$ cat config.mk
export PLATFORM = sky130hd
export DESIGN_NAME = ps2_dev_link
export DESIGN_NICKNAME = d
export VERILOG_FILES = /design/src/rtl/ps2_dev_pkg.sv /design/src/rtl/ps2_line_sync.sv /design/src/rtl/ps2_half_timer.sv /design/src/rtl/ps2_dev_link.sv
export SDC_FILE = /design/constraint.sdc
export NUM_CORES = 1
export LEC_CHECK = 0
export BUFFER_PORTS_ARGS = -buffer_cell sky130_fd_sc_hd__buf_2
export CORE_MARGIN = 5
export CORE_UTILIZATION = 46
export DETAILED_ROUTE_END_ITERATION = 10
export PLACE_DENSITY = 0.67
export SLEW_MARGIN = 20
export SYNTH_ARGS = -nofsm -noshare
export SYNTH_HDL_FRONTEND = slang
export SYNTH_HIERARCHICAL = 1
export SYNTH_SLANG_ARGS = --single-unit
export TNS_END_PERCENT = 50
$ cat constraint.sdc
create_clock -name clk_i -period 2 [get_ports clk_i]
set_clock_uncertainty 0.15 [all_clocks]
set_input_delay 0.4 -clock clk_i [delete_from_list [all_inputs] [get_ports clk_i]]
set_output_delay 0.4 -clock clk_i [all_outputs]
set_load 0.005 [all_outputs]
$ cat src/rtl/ps2_dev_pkg.sv
package ps2_dev_pkg;

  localparam int FRAME_BITS  = 11;
  localparam int BIT_W       = $clog2(FRAME_BITS);
  // index of the clock whose rising edge commits a sent byte
  localparam int COMMIT_BIT  = FRAME_BITS - 2;
  // index of the stop bit sampled from the host
  localparam int HOST_STOP   = FRAME_BITS - 2;

  typedef enum logic [2:0] {
    ST_IDLE,
    ST_TX,
    ST_RX,
    ST_RXW,
    ST_ACK
  } link_st_e;

  function automatic logic odd_par(input logic [7:0] b);
    return ~^b;
  endfunction

endpackage

$ cat src/rtl/ps2_line_sync.sv
module ps2_line_sync #(
  parameter int WIDTH  = 2,
  parameter int STAGES = 2
) (
  input  logic             clk_i,
  input  logic             rst_ni,
  input  logic [WIDTH-1:0] line_i,
  output logic [WIDTH-1:0] line_o
);

  for (genvar g = 0; g < STAGES; g++) begin : g_stage
    logic [WIDTH-1:0] q;
    if (g == 0) begin : g_first
      always_ff @(posedge clk_i or negedge rst_ni) begin
        if (!rst_ni) q <= '1;
        else         q <= line_i;
      end
    end else begin : g_next
      always_ff @(posedge clk_i or negedge rst_ni) begin
        if (!rst_ni) q <= '1;
        else         q <= g_stage[g-1].q;
      end
    end
  end

  assign line_o = g_stage[STAGES-1].q;

endmodule

$ cat src/rtl/ps2_half_timer.sv
module ps2_half_timer #(
  parameter int HALF_TICKS = 40
) (
  input  logic clk_i,
  input  logic rst_ni,
  input  logic tick_i,
  input  logic restart_i,
  output logic expire_o
);

  localparam int CW = (HALF_TICKS > 1) ? $clog2(HALF_TICKS) : 1;
  localparam logic [CW-1:0] LAST = CW'(HALF_TICKS - 1);

  logic [CW-1:0] cnt_q, cnt_d;

  always_comb begin
    expire_o = tick_i && (cnt_q == LAST) && !restart_i;
    cnt_d    = cnt_q;
    if (restart_i)     cnt_d = '0;
    else if (expire_o) cnt_d = '0;
    else if (tick_i)   cnt_d = cnt_q + 1'b1;
  end

  always_ff @(posedge clk_i or negedge rst_ni) begin
    if (!rst_ni) cnt_q <= '0;
    else         cnt_q <= cnt_d;
  end

endmodule

$ cat src/rtl/ps2_dev_link.sv
module ps2_dev_link
  import ps2_dev_pkg::*;
#(
  parameter int HALF_TICKS  = 40,
  parameter int SYNC_STAGES = 2
) (
  input  logic       clk_i,
  input  logic       rst_ni,
  input  logic       tick_i,
  input  logic       ps2_clk_i,
  input  logic       ps2_dat_i,
  output logic       ps2_clk_pull_o,
  output logic       ps2_dat_pull_o,
  input  logic       tx_valid_i,
  input  logic [7:0] tx_byte_i,
  output logic       tx_ready_o,
  output logic       tx_done_o,
  output logic       rx_valid_o,
  output logic [7:0] rx_byte_o,
  output logic       rx_perr_o,
  output logic       rx_ferr_o
);

  localparam logic [BIT_W-1:0] LAST_BIT   = BIT_W'(FRAME_BITS - 1);
  localparam logic [BIT_W-1:0] COMMIT_IDX = BIT_W'(COMMIT_BIT);
  localparam logic [BIT_W-1:0] STOP_IDX   = BIT_W'(HOST_STOP);

  // reset: asserted at once, released on a clock edge
  logic rst_meta_q, rst_n_q;
  always_ff @(posedge clk_i or negedge rst_ni) begin
    if (!rst_ni) begin
      rst_meta_q <= 1'b0;
      rst_n_q    <= 1'b0;
    end else begin
      rst_meta_q <= 1'b1;
      rst_n_q    <= rst_meta_q;
    end
  end

  link_st_e              st_q, st_d;
  logic                  ph_lo_q, ph_lo_d;
  logic [BIT_W-1:0]      bit_q, bit_d;
  logic [FRAME_BITS-1:0] frm_q, frm_d;
  logic [HOST_STOP:0]    rxsh_q, rxsh_d;
  logic [7:0]            pend_q, pend_d;
  logic                  pend_vld_q, pend_vld_d;
  logic                  clk_pull_q, clk_pull_d;
  logic                  dat_pull_q, dat_pull_d;
  logic                  ferr_q, ferr_d;
  logic                  tx_done_q, tx_done_d;
  logic                  rx_valid_q, rx_valid_d;
  logic                  rx_perr_q, rx_perr_d;
  logic                  rx_ferr_q, rx_ferr_d;
  logic [7:0]            rx_byte_q, rx_byte_d;

  logic [1:0] line_s;
  logic       clk_s, dat_s;
  logic       expire, tmr_restart;

  ps2_line_sync #(.WIDTH(2), .STAGES(SYNC_STAGES)) u_sync (
    .clk_i  (clk_i),
    .rst_ni (rst_n_q),
    .line_i ({ps2_dat_i, ps2_clk_i}),
    .line_o (line_s)
  );
  assign clk_s = line_s[0];
  assign dat_s = line_s[1];

  // host inhibit holds the idle timer at zero: a full half follows release
  assign tmr_restart = (st_q == ST_IDLE) && !clk_s;

  ps2_half_timer #(.HALF_TICKS(HALF_TICKS)) u_timer (
    .clk_i     (clk_i),
    .rst_ni    (rst_n_q),
    .tick_i    (tick_i),
    .restart_i (tmr_restart),
    .expire_o  (expire)
  );

  always_comb begin
    st_d       = st_q;
    ph_lo_d    = ph_lo_q;
    bit_d      = bit_q;
    frm_d      = frm_q;
    rxsh_d     = rxsh_q;
    pend_d     = pend_q;
    pend_vld_d = pend_vld_q;
    clk_pull_d = clk_pull_q;
    dat_pull_d = dat_pull_q;
    ferr_d     = ferr_q;
    rx_byte_d  = rx_byte_q;
    tx_done_d  = 1'b0;
    rx_valid_d = 1'b0;
    rx_perr_d  = 1'b0;
    rx_ferr_d  = 1'b0;

    if (tx_valid_i && !pend_vld_q) begin
      pend_d     = tx_byte_i;
      pend_vld_d = 1'b1;
    end

    unique case (st_q)
      ST_IDLE: begin
        if (expire && clk_s) begin
          if (!dat_s) begin
            st_d    = ST_RX;
            ph_lo_d = 1'b0;
            bit_d   = '0;
            ferr_d  = 1'b0;
          end else if (pend_vld_q) begin
            st_d       = ST_TX;
            ph_lo_d    = 1'b0;
            bit_d      = '0;
            frm_d      = {1'b1, odd_par(pend_q), pend_q, 1'b0};
            dat_pull_d = 1'b1;
          end
        end
      end

      ST_TX: begin
        if (expire) begin
          if (!ph_lo_q) begin
            if ((bit_q <= COMMIT_IDX) && !clk_s) begin
              st_d       = ST_IDLE;
              dat_pull_d = 1'b0;
            end else begin
              clk_pull_d = 1'b1;
              ph_lo_d    = 1'b1;
            end
          end else begin
            clk_pull_d = 1'b0;
            ph_lo_d    = 1'b0;
            if (bit_q == COMMIT_IDX) begin
              tx_done_d  = 1'b1;
              pend_vld_d = 1'b0;
            end
            if (bit_q == LAST_BIT) begin
              st_d       = ST_IDLE;
              dat_pull_d = 1'b0;
            end else begin
              bit_d      = bit_q + 1'b1;
              dat_pull_d = ~frm_q[bit_q + 1'b1];
            end
          end
        end
      end

      ST_RX, ST_RXW: begin
        if (expire) begin
          if (!ph_lo_q) begin
            clk_pull_d = 1'b1;
            ph_lo_d    = 1'b1;
          end else begin
            clk_pull_d = 1'b0;
            ph_lo_d    = 1'b0;
            if (st_q == ST_RX) begin
              rxsh_d[bit_q] = dat_s;
              if (bit_q == STOP_IDX) begin
                if (dat_s) begin
                  st_d       = ST_ACK;
                  dat_pull_d = 1'b1;
                end else begin
                  st_d   = ST_RXW;
                  ferr_d = 1'b1;
                end
              end else begin
                bit_d = bit_q + 1'b1;
              end
            end else if (dat_s) begin
              st_d       = ST_ACK;
              dat_pull_d = 1'b1;
            end
          end
        end
      end

      ST_ACK: begin
        if (expire) begin
          if (!ph_lo_q) begin
            clk_pull_d = 1'b1;
            ph_lo_d    = 1'b1;
          end else begin
            clk_pull_d = 1'b0;
            dat_pull_d = 1'b0;
            ph_lo_d    = 1'b0;
            st_d       = ST_IDLE;
            if (ferr_q) begin
              rx_ferr_d = 1'b1;
            end else begin
              rx_valid_d = 1'b1;
              rx_perr_d  = ~(^rxsh_q[8:0]);
              rx_byte_d  = rxsh_q[7:0];
            end
          end
        end
      end

      default: st_d = ST_IDLE;
    endcase
  end

  always_ff @(posedge clk_i or negedge rst_n_q) begin
    if (!rst_n_q) begin
      st_q       <= ST_IDLE;
      ph_lo_q    <= 1'b0;
      bit_q      <= '0;
      frm_q      <= '1;
      rxsh_q     <= '0;
      pend_q     <= '0;
      pend_vld_q <= 1'b0;
      clk_pull_q <= 1'b0;
      dat_pull_q <= 1'b0;
      ferr_q     <= 1'b0;
      tx_done_q  <= 1'b0;
      rx_valid_q <= 1'b0;
      rx_perr_q  <= 1'b0;
      rx_ferr_q  <= 1'b0;
      rx_byte_q  <= '0;
    end else begin
      st_q       <= st_d;
      ph_lo_q    <= ph_lo_d;
      bit_q      <= bit_d;
      frm_q      <= frm_d;
      rxsh_q     <= rxsh_d;
      pend_q     <= pend_d;
      pend_vld_q <= pend_vld_d;
      clk_pull_q <= clk_pull_d;
      dat_pull_q <= dat_pull_d;
      ferr_q     <= ferr_d;
      tx_done_q  <= tx_done_d;
      rx_valid_q <= rx_valid_d;
      rx_perr_q  <= rx_perr_d;
      rx_ferr_q  <= rx_ferr_d;
      rx_byte_q  <= rx_byte_d;
    end
  end

  assign ps2_clk_pull_o = clk_pull_q;
  assign ps2_dat_pull_o = dat_pull_q;
  assign tx_ready_o     = !pend_vld_q;
  assign tx_done_o      = tx_done_q;
  assign rx_valid_o     = rx_valid_q;
  assign rx_byte_o      = rx_byte_q;
  assign rx_perr_o      = rx_perr_q;
  assign rx_ferr_o      = rx_ferr_q;


  idle_inhibit_chk: assert property (@(posedge clk_i) disable iff (!rst_n_q)
    (st_q == ST_IDLE && !clk_s) |=> (st_q == ST_IDLE && !clk_pull_q));


  dat_hold_chk: assert property (@(posedge clk_i) disable iff (!rst_n_q)
    (clk_pull_q && $past(clk_pull_q)) |-> $stable(dat_pull_q));


  done_edge_chk: assert property (@(posedge clk_i) disable iff (!rst_n_q)
    tx_done_q |-> ($fell(clk_pull_q) && st_q == ST_TX));


  rx_ack_chk: assert property (@(posedge clk_i) disable iff (!rst_n_q)
    (rx_valid_q || rx_ferr_q) |-> ($fell(clk_pull_q) && $past(dat_pull_q)));


  ready_take_chk: assert property (@(posedge clk_i) disable iff (!rst_n_q)
    (tx_valid_i && tx_ready_o) |=> !tx_ready_o);


  abort_release_chk: assert property (@(posedge clk_i) disable iff (!rst_n_q)
    (st_q == ST_IDLE && $past(st_q) == ST_TX) |-> (!clk_pull_q && !dat_pull_q));

endmodule

; ---- After elaboration in Yosys (flattened, before gate mapping)
; Cells that the tools add are included.
[op_classes]
n_addsub = 2
magnitude_cmp = 4
n_eq_ne = 29
n_mux = 92
bitwise_logic = 3
n_reduce_logical = 30
[op_table]
columns = op, count
row1 = 1-bit 2-to-1 mux, 55
row2 = 3-bit 2-to-1 mux, 15
row3 = 4-bit 2-to-1 mux, 10
row4 = "2-bit inequality test, second input constant", 13
row5 = 11-bit AND reduction, 2
row6 = 6-bit 2-to-1 mux, 3
row7 = 4-bit AND reduction, 4
row8 = "3-bit inequality test, second input constant", 5
row9 = 3-bit case mux with 4 select lines, 1
row10 = 4-bit case mux with 3 select lines, 1
row11 = 10-bit bitwise mux, 1
row12 = "4-bit by 5-bit less-than comparator with 1-bit output, second input constant", 2
row13 = 10-bit AND reduction, 1
row14 = 3-bit nonzero test, 3
row15 = 9-bit XOR reduction, 1
row16 = "4-bit == test, second input constant", 2
row17 = 8-bit AND reduction, 1
row18 = 8-bit XNOR reduction, 1
row19 = 1-bit logical AND, 7
row20 = "6-bit by 1-bit adder with 6-bit output, second input constant", 1
row21 = "3-bit by 2-bit == test with 1-bit output, second input constant", 2
row22 = "6-bit == test, second input constant", 1
row23 = "2-bit by 1-bit inequality test with 1-bit output, second input constant", 3
row24 = 5-bit AND reduction, 1
row25 = other kinds (18), 24
[totals]
reg_bits = 64
input_bits = 14
output_inout_bits = 15
elab_cells = 180

; ---- Longest topological paths before layout
[logic_depth]
depth_word = 8
mapped_depth = 10
mapped_depth_nobuf = 9

; ---- By module
; Netlist, hierarchy kept.
[modules_own_cells]
columns = module, n_inst, cells_per_inst, area_per_inst_um2
row1 = ps2_dev_link, 1, 236, 2766.4
row2 = ps2_half_timer, 1, 34, 336.6
row3 = ps2_line_sync, 1, 4, 105.1

; ---- Least setup slack after synthesis
; OpenSTA, ideal clock, no wires.
[synth_timing]
path_kind = reg2reg
startpoint = register st_q[2]
endpoint = register rxsh_q[1]
setup_ns = 0.127
arrival_time_ns = 2.663
required_time_ns = 1.723
slack_ns = -0.941
stages_incl_launch_ff = 11
synth_period_minus_slack_ns = 2.941
cell_sequence = dfrtp_1 > buf_2 > clkbuf_1 > nor3_1 > or3b_1 > nor2_1 > nand2_2 > or3_1 > nor3_1 > nand2_1 > mux2_1
[synth_via]
elab_chain_cells = 5
[synth_rtl]
columns = element, line
row1 = "start, declared", ps2_dev_link.sv:40  ; link_st_e st_q, st_d;
row2 = "start signal, assigned", ps2_dev_link.sv:220  ; st_q <= st_d;
row3 = 3-bit logical NOT, ps2_dev_link.sv:70  ; assign tmr_restart = (st_q == ST_IDLE) && !clk_s;
row4 = 1-bit logical AND, ps2_dev_link.sv:70
row5 = via tmr_restart, ps2_dev_link.sv:58  ; logic expire, tmr_restart;
row6 = 1-bit logical NOT, ps2_half_timer.sv:17  ; expire_o = tick_i && (cnt_q == LAST) && !restart_i;
row7 = 1-bit logical AND, ps2_half_timer.sv:17
row8 = via expire, ps2_dev_link.sv:58
row9 = 4-bit AND reduction (no source line), n/a
row10 = "end signal, assigned", ps2_dev_link.sv:224  ; rxsh_q <= rxsh_d;
row11 = "end, declared", ps2_dev_link.sv:44  ; logic [HOST_STOP:0] rxsh_q, rxsh_d;
; The timed path passes the listed nets, and every way through them passes these cells.
; A chain may end at the register's enable or synchronous reset.

; ---- Final worst setup path
[layout_timing]
startpoint = register u_sync.g_stage[1].q[0] (netlist: u_sync/line_o[0])
endpoint = register rxsh_q[7]
[layout_via]
elab_chain_cells = 5
[layout_rtl]
columns = element, line
row1 = "start, declared", ps2_line_sync.sv:12  ; logic [WIDTH-1:0] q;
row2 = "start signal, assigned", ps2_line_sync.sv:21  ; else q <= g_stage[g-1].q;
row3 = 1-bit logical NOT, ps2_dev_link.sv:70
row4 = 1-bit logical AND, ps2_dev_link.sv:70
row5 = via tmr_restart, ps2_dev_link.sv:58
row6 = 1-bit logical NOT, ps2_half_timer.sv:17
row7 = 1-bit logical AND, ps2_half_timer.sv:17
row8 = via expire, ps2_dev_link.sv:58
row9 = 4-bit AND reduction (no source line), n/a
; The timed path passes the listed nets, and every way through them passes these cells.

==> metrics.txt <==
Synth warnings=6; detailed-placement wirelength estimate=4.68 mm; Synth Area in Simple Gates=16.7%; Combinational Power Share=between 10% and 20%; Nets=376; Post-Syn Nets=approximately 290; Cells after Synth=~270; Crit-path slowest cell=dfstp_2; critical path, cell by cell=nor3_4 > or3b_4 > nor2_4 > nand2_4 > or3_4 > nor3b_4 > nand2_1 > mux2_4; final global-route overflow total=0; drt pass-1 iters=4; most common cell after layout, fill and taps aside=buf_4; Final Util=around 62%; # port buffers=28; Synth top area share=around two fifths; status=finished, violations left; residual DRC count=0; DP Worst Slack=-480 ps; synth unique cells=around 60; clock root buffer=clkbuf_8; Antenna Nets Post-Route=0; CP max FO=3; RSZ-0062 raised after global routing=yes; synth-to-layout area growth=32.3%; number of CTS-inserted buffers=9; top cell type by total area after synthesis=dfrtp_1; die area=between 8000 and 9000 µm²; routed wire length=6.78 mm; Cell Pwr Density=approximately 770 nW/µm²; Slew Limit Fails=0; die width=about 94 µm; Die Y=slightly above 90 µm; CTS tree=built; mux cell area share after synthesis=between 10% and 20%; proportion of layout cells with a drive suffix above 1=between 40% and 50%; Post-Syn Area per Cell=11.7 µm²; worst setup margin=-483 ps; vias in the first global route=approximately 2500; Max VDD drop=0.549 mV; dpl cell area=3820 µm²; post-synthesis compound-gate area fraction=7.96%; H-tree depth=3; PnR Total Power=~3.3 mW; clk sinks=63; most frequent cells in the layout=buf_4 (51), dfrtp_1 (48), buf_2 (28); DR vias/cell=~5; max cap viols=0; Min Hold Slack=between 70 and 80 ps; Worst-path clk slew=roughly 70 ps; Worst Setup Start Kind=flip-flop; post-synthesis xor/xnor area fraction=around 5.5%; largest net degree at the start of global routing=61; Worst Hold Class=flip-flop to asynchronous set/reset pin; failing checks=negative setup slack; Net Sw Frac=26.6%; sequential area share after synthesis=roughly half; internal power=approximately 2.4 mW; Post-Synth Adder-Cell Area=about 2.3%; Clock Tree Buf Depth=2; CP peak stage delay=560 ps; number of flops mapped to enable cells by yosys=0; main combinational cell family by area after synthesis=simple AND/OR/NAND/NOR gates; post-layout instance area=roughly 4200 µm²; asr flop ratio synth=between 90% and 100%; Post-synth top flop=dfrtp_1; endpoints failing setup=40; hold violation count in the final report=0; worst path arrival time=between 2000 and 3000 ps; Leak Pwr=between 1.5 and 2 nW; overall routing resource usage=between 10% and 20%; core area=approximately 6800 µm²; critical setup path kind=flip-flop to flip-flop; Rows=30; Req. time, crit path=2070 ps; register bit total from synthesis=between 60 and 70; clk_lat worst skew=about 340 ps; fmax=roughly 400 MHz; Starting Density=47.2%; share of power burned in registers=between 40% and 50%; first-pass GRT wire length=~12 mm; DRT iter0 DRCs=~130; initial antenna violation count=0; ant diodes=0; CP Capture Type=flip-flop; routed vias=~2300; Tmin final=roughly 2500 ps; clock network fraction of total power=about 35%; fin crit share=124%; Switch Pwr=about 0.87 mW; post-synthesis cell area=3210 µm²; gpl congestion=~0.82; synth top area cells=dfrtp_1 (38%), dfstp_2 (11%), mux2_1 (10%); io pins=29; drt wl/cell=approximately 15 µm
-- cell type report --
cell class | instances | area (µm²)
fillers | 539 | 2550
multi-input cells | 190 | 1690
flip-flops and latches | 63 | 1600
repair buffers | 85 | 604
clock buffers | 13 | 169
well taps | 96 | 120
clock inverters | 3 | 40.0
inverters | 7 | 26.3
-- path summary, 6_finish.rpt --
check,start,end,slack [ps],cells after the start
worst max-delay path,u_sync/line_o[0]$_DFF_PN1_,rxsh_q[7]$_DFFE_PN0P_,-480,8
worst min-delay path,rst_n_q$_DFF_PN0_,u_sync/g_stage[0].q[1]$_DFF_PN1_,80,0
worst max register to register,u_sync/line_o[0]$_DFF_PN1_,rxsh_q[7]$_DFFE_PN0P_,-480,8
worst min register to register,rst_n_q$_DFF_PN0_,u_sync/g_stage[0].q[1]$_DFF_PN1_,80,0
max in group asynchronous,rst_n_q$_DFF_PN0_,u_sync/line_o[0]$_DFF_PN1_,1250,1
min in group clk_i,tx_valid_i,pend_vld_q$_DFF_PN0_,140,3
-- kinds of logic after synthesis --
logic type | after synthesis
muxes | 41
and+or+nand+nor | 87
buffers and inverters | 21
adders and majority gates | 6
xor gates and xnor gates | 20
DFF | 63
AOI/OAI and AO/OA | 35
other | 1
-- sequential cells by signal (all words and copies together) (netlist names) --
signal / cells
bit_q: 4
ferr_q: 1
frm_q: 10
pend_q: 8
pend_vld_q: 1
ph_lo_q: 1
ps2_clk_pull_o: 1
ps2_dat_pull_o: 1
rst_meta_q: 1
rst_n_q: 1
rx_byte_o: 8
rx_ferr_o: 1
rx_perr_o: 1
rx_valid_o: 1
rxsh_q: 9
st_q: 3
tx_done_o: 1
u_sync/g_stage.q: 2
u_sync/line_o: 2
u_timer/cnt_q: 6
-- cells in the mapped netlist, types with 4 or more instances --
master,count
a21oi_1,9
buf_2,5
clkbuf_1,7
dfrtp_1,49
dfstp_2,14
ha_1,6
inv_1,5
mux2_1,29
mux2_2,9
nand2_1,14
nand2b_1,8
nand3_1,5
nor2_1,15
nor2b_1,5
nor3_1,9
xnor2_1,16
xor2_1,4
-- worst max-delay path: cells and delay by family, from the launching register on --
| family | cells | cell delay, ps |
|---|---|---|
| flip-flops | 1 | 560 |
| multiplexers | 1 | 300 |
| AND/OR/NAND/NOR | 7 | 1350 |
-- per-stage QoR --
stage | instances | setup TNS [ps]
floorplan | 274 | -12990
global placement | 430 | -13790
detailed placement | 430 | -14980
CTS | 455 | -12930
global route | 457 | -16810
finish | 457 | -14170
-- power groups by stage --
stage          combinational, mW  sequential [mW]  clock (mW)
2_1_floorplan              0.355             1.51           0
4_1_cts                    0.617             1.48        1.19
3_5_place_dp               0.588             1.50           0
6_report                   0.628             1.48        1.16
3_3_place_gp               0.576             1.50           0
5_1_grt                    0.688             1.49        1.26
-- routing by layer --
metal,vias up,global-route usage [%],wire [µm]
met5,-,0,0
met4,0,5.98,97
met3,12,4.83,250
met2,39,28.4,3380
met1,1149,22.5,3050
li1,1141,-,-
-- repair_timing --
action	CTS	global route
hold endpoints to repair	4	0
pin swaps	11	6
buffers inserted	5	2
hold buffers	3	0
cloned	1	0
resized for setup	20	5
setup endpoints to repair	40	41
(Power assumes the default switching activity.)
